$ cat src/rtl/cyc_timer_pkg.sv
package cyc_timer_pkg;
  localparam int DEF_OFF_W   = 12;
  localparam int DEF_OFF_MOD = 3072;
  localparam int DEF_CYC_W   = 13;
  localparam int DEF_CYC_MOD = 8000;
  localparam int DEF_SEC_W   = 7;
  localparam int DEF_SEC_MOD = 128;
  localparam int NUM_FIELDS  = 3;

  typedef enum logic [1:0] {FLD_OFFSET = 2'd0, FLD_CYCLE = 2'd1, FLD_SECONDS = 2'd2} fld_e;
endpackage

$ cat src/rtl/cyc_field_ctr.sv
module cyc_field_ctr #(
  parameter int W   = 12,
  parameter int MOD = 3072
) (
  input  logic         clk,
  input  logic         rst,
  input  logic         inc,
  input  logic         ld,
  input  logic [W-1:0] ld_val,
  output logic [W-1:0] val,
  output logic         carry
);
  localparam logic [W-1:0] LAST = W'(MOD - 1);

  logic at_end;
  assign at_end = (val >= LAST);
  // carry leaves this field in the same cycle as the wrap
  assign carry  = inc & at_end;

  always_ff @(posedge clk) begin
    if (rst) begin
      val <= '0;
    end else if (ld) begin
      val <= ld_val;
    end else if (inc) begin
      val <= at_end ? '0 : val + W'(1);
    end
  end
endmodule

$ cat src/rtl/cyc_read_snap.sv
module cyc_read_snap #(
  parameter int W = 32
) (
  input  logic         clk,
  input  logic         rst,
  input  logic         cap,
  input  logic [W-1:0] src,
  output logic [W-1:0] dat
);
  always_ff @(posedge clk) begin
    if (rst) begin
      dat <= '0;
    end else if (cap) begin
      dat <= src;
    end
  end
endmodule

$ cat src/rtl/iso_cycle_timer.sv
module iso_cycle_timer
  import cyc_timer_pkg::*;
#(
  parameter int OFF_W   = DEF_OFF_W,
  parameter int OFF_MOD = DEF_OFF_MOD,
  parameter int CYC_W   = DEF_CYC_W,
  parameter int CYC_MOD = DEF_CYC_MOD,
  parameter int SEC_W   = DEF_SEC_W,
  parameter int SEC_MOD = DEF_SEC_MOD,
  localparam int WORD_W = OFF_W + CYC_W + SEC_W
) (
  input  logic              clk,
  input  logic              rst,
  input  logic              tick_en,
  input  logic              load_en,
  input  logic [WORD_W-1:0] load_val,
  input  logic              rd_en,
  output logic [WORD_W-1:0] rd_data,
  output logic [WORD_W-1:0] now_o
);
  logic [NUM_FIELDS:0] chain;
  logic [WORD_W-1:0]   word;

  // a load blocks the tick at the bottom of the carry chain
  assign chain[0] = tick_en & ~load_en;

  for (genvar i = 0; i < NUM_FIELDS; i++) begin : g_fld
    localparam int FW   = (i == 0) ? OFF_W   : (i == 1) ? CYC_W   : SEC_W;
    localparam int FMOD = (i == 0) ? OFF_MOD : (i == 1) ? CYC_MOD : SEC_MOD;
    localparam int LSB  = (i == 0) ? 0       : (i == 1) ? OFF_W   : OFF_W + CYC_W;
    logic [FW-1:0] fval;

    cyc_field_ctr #(.W(FW), .MOD(FMOD)) ctr_i (
      .clk    (clk),
      .rst    (rst),
      .inc    (chain[i]),
      .ld     (load_en),
      .ld_val (load_val[LSB +: FW]),
      .val    (fval),
      .carry  (chain[i+1])
    );
    assign word[LSB +: FW] = fval;
  end

  assign now_o = word;

  cyc_read_snap #(.W(WORD_W)) snap_i (
    .clk (clk),
    .rst (rst),
    .cap (rd_en),
    .src (word),
    .dat (rd_data)
  );
endmodule

$ cat config.mk
export PLATFORM = sky130hd
export DESIGN_NAME = iso_cycle_timer
export DESIGN_NICKNAME = d
export VERILOG_FILES = /design/src/rtl/cyc_timer_pkg.sv /design/src/rtl/cyc_field_ctr.sv /design/src/rtl/cyc_read_snap.sv /design/src/rtl/iso_cycle_timer.sv
export SDC_FILE = /design/constraint.sdc
export NUM_CORES = 1
export LEC_CHECK = 0
export ABC_CLOCK_PERIOD_IN_PS = 2029
export BUFFER_PORTS_ARGS = -buffer_cell sky130_fd_sc_hd__buf_2
export CORE_ASPECT_RATIO = 0.6
export CORE_MARGIN = 8
export CORE_UTILIZATION = 46
export CTS_CLUSTER_DIAMETER = 120
export DETAILED_ROUTE_END_ITERATION = 8
export GPL_TIMING_DRIVEN = 0
export PLACE_DENSITY = 0.76
export SLEW_MARGIN = 20
export SYNTH_ARGS = -nofsm -noshare
export SYNTH_HDL_FRONTEND = slang
export SYNTH_SLANG_ARGS = --single-unit
$ cat constraint.sdc
create_clock -name clk -period 2.03 [get_ports clk]
set_input_delay 0.203 -clock clk [delete_from_list [all_inputs] [get_ports clk]]
set_output_delay 0.203 -clock clk [all_outputs]
set_load 0.03 [all_outputs]
==> impl_metrics.ini, run 1 <==
[status]
status = finished, violations left
violations = setup timing

[sta]
fin_crit_ns = 2.07
setup_slack_ns = -0.0418
max_freq_mhz = 483
slew_headroom_pct = 39.6
fin_crit_sh_pct = 102
finalMaxSlewViolations = 0
worst_pin_slew_ns = 0.906
rsz0062_at_grt = yes
skew_ns = 0.00666
setup_viol = 7
finalHoldViolations = 0

[worst_setup_path]
cp.arrival_ns = 2.31
cp-end-kind = flop
crit_fanout = 8
start_kind = flop
crit_type = reg2reg
cp.required_ns = 2.27
rrSetupSlack_ns = -0.04
timing.rr.start = g_fld[0].ctr_i.val[0]
cp-startpoint = g_fld[0].ctr_i.val[0]

[grt]
grtUsageTotal_pct = 21.5
overflow = 0
grt_pass1_wl_um = 16800
antenna_found_initial = 0
grt_pass1_vias = 3273
grt_max_degree = 11

[logic_synthesis]
synthCells = 387
synthArstFlopShare_pct = 0
synth_top_family_by_area = simple AND/OR/NAND/NOR gates
synth_flop_cell = dfxtp_1
synth_nets = 427
synth_area_sq_um = 3190
seq_area_frac_synth_pct = 40.1
synth-seq-cells = 64
synth-compound-area-share_pct = 18.8
synth-xor-area-share_pct = 0
yosys.cell_types.count = 49
synth.avg_cell_area_sq_um = 8.25
synth.area.mux_share_pct = 11.0
synth_edf_count = 0
yosysWarningCount = 0
synthAdderAreaFrac_pct = 1.18
synth_simple_gate_area_share_pct = 24.2

[floorplanning]
die_h_um = 80.5
boundaryPins = 101
core_area_sq_um = 6710
initial_core_util_pct = 47.6
dieArea_sq_um = 9950
row_count = 23
die_w_um = 124

[power]
p_per_area_nw_per_um2 = 792
finalPower_mw = 3.44
ir_drop_uv = 450
leakagePower_nw = 1.96

[route]
drtPass1Iterations = 5
wire_per_inst_um = 18.3
drc = 0
postRouteAntennaNets = 0
drt_iter0_markers = 347
vias = 3528
drt-vias-per-instance = 5.87
wl_um = 11000

[final_layout]
final_common_cell = buf_2
antenna_cells = 0
design_area_sq_um = 4340
fin_nets = 551
final_cell_mix = buf_2, nor2_1, dfxtp_1
fin_cells = 601
area_growth_pct = 35.9
drive_gt1_share_pct = 32.7

[place]
dp_hpwl_um = 7770
dp_cells = 572
gp_congestion = 0.910
dpl_cell_area_sq_um = 3830
numPortBuffers = 98

[clock_network]
cts-root-buf = clkbuf_16
cts_made_buffers = 9
cts_sinks = 64
ctsHtreeMaxLevel = 3
clkSlewWorstSetupHoldPaths_ns = 0.05
worstSkewPairLatency_ns = 0.33
cts_buffer_depth = 2
cts_tree = built

[flow_run]
drv_cap = 0

[min_path]
min_path_type = in2reg
min_from = load_val[15]
## logic make-up after synthesis
logic type	after synthesis
buf+inv	39
flops	64
mux	35
compound gates	83
simple gates	163
fa+ha+maj	3
## stage by stage
stage / util [%] / hold WS [ns] / setup slack (ns) / TNS [ns]
global route: 64.7 / 0.0917 / -0.118 / -1.19
finish: 64.7 / 0.0887 / -0.0418 / -0.136
floorplan: - / 0.319 / -0.00456 / -0.0126
detailed placement: 57.2 / 0.410 / -0.392 / -4.73
CTS: 62.2 / 0.0731 / 0.00908 / 0
global placement: 57.2 / 0.413 / -0.301 / -4.16
## area by class of cell
| cell class | instances | area [sq um] |
|---|---|---|
| Buffer | 23 | 103 |
| Clock buffer | 13 | 260 |
| Clock inverter | 1 | 5.00 |
| Fill cell | 579 | 2360 |
| Inverter | 15 | 56.3 |
| Multi-Input combinational cell | 284 | 1890 |
| Sequential cell | 64 | 1310 |
| Tap cell | 87 | 109 |
| Timing Repair Buffer | 114 | 611 |
## cells in the mapped netlist, types with 2 or more instances
master,instances,area (sq um)
dfxtp_1,64,1280
nor2_1,61,229
mux2i_1,34,340
nand2_1,33,124
o21ai_0,21,105
nor3_1,18,90.1
clkbuf_1,17,63.8
inv_1,15,56.3
a221oi_1,13,114
nand3_1,11,55.1
a211oi_1,10,75.1
nor2b_1,9,56.3
a21oi_1,8,40.0
o311ai_1,7,61.3
and3_1,5,31.3
buf_1,5,18.8
nand4_1,5,31.3
nor4_1,5,31.3
a31oi_1,4,25.0
and2_1,3,18.8
ha_1,3,37.5
nand3b_1,3,22.5
or3_1,3,18.8
a22oi_1,2,15.0
a311oi_1,2,17.5
a41oi_1,2,17.5
o41ai_1,2,17.5
## repair_timing
item	in CTS	in global routing
buffers inserted	7	9
pin swaps	2	8
resized for setup	8	24
hold buffers	0	0
endpoints found under the setup margin	26	28
## sequential cells by signal, summed over array words and instances (netlist names)
name and count:
snap_i.dat 32, g_fld.ctr_i.val 32
## per-layer routing
metal  share of wire, %  track usage, %
met5                  0               0
met4                1.2            5.02
met3                 10            7.91
met2                 43            29.6
met1                 45            30.8
## path summary, 6_finish.rpt
path                                              end  cells after the start
worst max-delay path            g_fld[1].ctr_i.val[3]                      8
worst min-delay path            g_fld[1].ctr_i.val[3]                      3
worst max register to register  g_fld[1].ctr_i.val[3]                      8
worst min register to register          snap_i.dat[2]                      2
## critical path: stages (launching register included)
cell and delay (ns):
dfxtp_4 0.36, ha_4 0.16, nand3_4 0.09, o41ai_4 0.32, buf_4 0.21, nand2_4 0.07, or3_4 0.38, buf_8 0.15
o311ai_2 0.23
## where the power goes
| part | internal, mW | switching (mW) |
|---|---|---|
| Combinational | 0.208 | 0.381 |
| Sequential | 1.33 | 0.101 |
| Clock | 0.877 | 0.537 |
(Power assumes the default switching activity.)
==> run 2, diff against run 1 <==
Settings changed: SKIP_CTS_REPAIR_TIMING set to 1.
==> run 2 against run 1 <==
Sequential share of layout area about the same; utilization up 0.52 points; critical path type unchanged; wire length up 0.88%; register-to-register slack better by 0.07 ns; count of clock-buffer cells in the layout unchanged; critical endpoint unchanged; the flow now finishes without violations; design area up 0.81%; flip-flop and latch count unchanged; final cell count up 0.33%; clock skew down 0.00068 ns; setup slack better by 0.073 ns; global-route usage down 0.18 points.
==> impl_metrics.ini, run 2 (same netlist as run 1, synthesis figures left out) <==
[floorplanning]
initial_core_util_pct = 47.6
boundaryPins = 101
row_count = 23
core_area_sq_um = 6710
dieArea_sq_um = 9950
die_h_um = 80.5
die_w_um = 124

[final_layout]
drive_gt1_share_pct = 32.9
final_common_cell = buf_2
reg_top3 = g_fld.ctr_i.val (32), snap_i.dat (32)
antenna_cells = 0
fin_nets = 553
final_cell_mix = buf_2, nor2_1, dfxtp_1
area_growth_pct = 37.0

[sta]
skew_ns = 0.00597
slew_headroom_pct = 39.8
setup_tns_ns = 0
fin_crit_ns = 2.00
fin_crit_sh_pct = 98.5
finalHoldViolations = 0
finalMaxSlewViolations = 0
max_freq_mhz = 500
setup_slack_ns = 0.0310
setup_viol = 0
worst_pin_slew_ns = 0.902

[power]
p_sw_mw = 1.02
pwr-share-comb_pct = 17.2
p_seq_share_pct = 41.7
internal_power_mw = 2.42
clockPowerShare_pct = 41.1
ir_drop_uv = 452
p_per_area_nw_per_um2 = 784
switching_share_pct = 29.6
leakagePower_nw = 1.96

[clock_network]
cts-root-buf = clkbuf_16
cts_sinks = 64
cts_made_buffers = 9
ctsHtreeMaxLevel = 3
cts_tree = built
cts_buffer_depth = 2
clkSlewWorstSetupHoldPaths_ns = 0.05
worstSkewPairLatency_ns = 0.33

[route]
wl_um = 11100
postRouteAntennaNets = 0
drt-vias-per-instance = 5.95
drt_iter0_markers = 414
drtPass1Iterations = 4
wire_per_inst_um = 18.4
drc = 0
vias = 3588

[place]
gp_congestion = 0.910
numPortBuffers = 98
dp_hpwl_um = 7770
place_ws_ns = -0.392

[worst_setup_path]
slowest_delay_ns = 0.39
start_kind = flop
crit_top_cell = buf_6
cp_slowest_cell = dfxtp_4
crit_type = reg2reg
crit_fanout = 8
cp_top_family = simple AND/OR/NAND/NOR gates
path_buf_inv = 2
cp-end-kind = flop
crit_path_cell_trace = nand4_4, o41ai_4, buf_6, nand2_4, or3_4, buf_6, o311ai_2
cp.required_ns = 2.27
cp.arrival_ns = 2.24

[grt]
antenna_found_initial = 0
grt_pass1_vias = 3196
grt_pass1_wl_um = 16600
grtUsageTotal_pct = 21.4
overflow = 0
grt_max_degree = 11

[status]
status = finished clean

[flow_run]
drv_cap = 0

[min_path]
min_path_type = in2reg
-- run 2: per-stage QoR --
step           hold slack, ns  std cells  cell area [sq um]  power [mW]  util [%]
6_report               0.0890        603               4380        3.43      65.3
5_1_grt                0.0930        603               4380        3.56      65.3
4_1_cts                0.0731        586               4100        3.40      61.1
3_5_place_dp            0.410        572               3830        2.00      57.2
3_3_place_gp            0.413        572               3830        1.99      57.2
2_1_floorplan           0.319        387               3230        1.80         -
-- run 2: path summary, 6_finish.rpt --
| check | startpoint | endpoint | depth (start not counted) | slack [ns] |
|---|---|---|---|---|
| setup / recovery | g_fld[0].ctr_i.val[3] | g_fld[1].ctr_i.val[3] | 7 | 0.03 |
| hold / removal | load_val[15] | g_fld[1].ctr_i.val[3] | 3 | 0.09 |
| setup reg to reg | g_fld[0].ctr_i.val[3] | g_fld[1].ctr_i.val[3] | 7 | 0.03 |
| hold reg to reg | snap_i.dat[2] | snap_i.dat[2] | 2 | 0.48 |
-- run 2: tightest hold or removal path, stage by stage --
cell and delay (ns):
buf_2 0.07, nand2_1 0.05, o311ai_2 0.06
-- run 2: area by class of cell --
type | count | area [sq um]
Clock inverter | 1 | 5.00
Clock buffer | 13 | 260
Tap cell | 87 | 109
Fill cell | 567 | 2330
Buffer | 24 | 106
Sequential cell | 64 | 1320
Inverter | 15 | 56.3
Timing Repair Buffer | 115 | 622
Multi-Input combinational cell | 284 | 1900
-- run 2: routing by layer --
| metal | track usage, % | vias up | part of all wire (%) |
|---|---|---|---|
| li1 | - | 1671 | - |
| met1 | 30.9 | 1683 | 44 |
| met2 | 29.2 | 195 | 42 |
| met3 | 7.49 | 39 | 11 |
| met4 | 4.78 | 0 | 2.7 |
| met5 | 0 | - | 0 |
-- run 2: power by group through the flow --
| stage | registers (mW) | clock network (mW) | logic, mW |
|---|---|---|---|
| after global routing | 1.44 | 1.49 | 0.634 |
| final | 1.43 | 1.41 | 0.591 |
| after floorplan | 1.57 | 0 | 0.227 |
| after CTS | 1.43 | 1.42 | 0.549 |
| after global placement | 1.45 | 0 | 0.537 |
| after detailed placement | 1.45 | 0 | 0.545 |
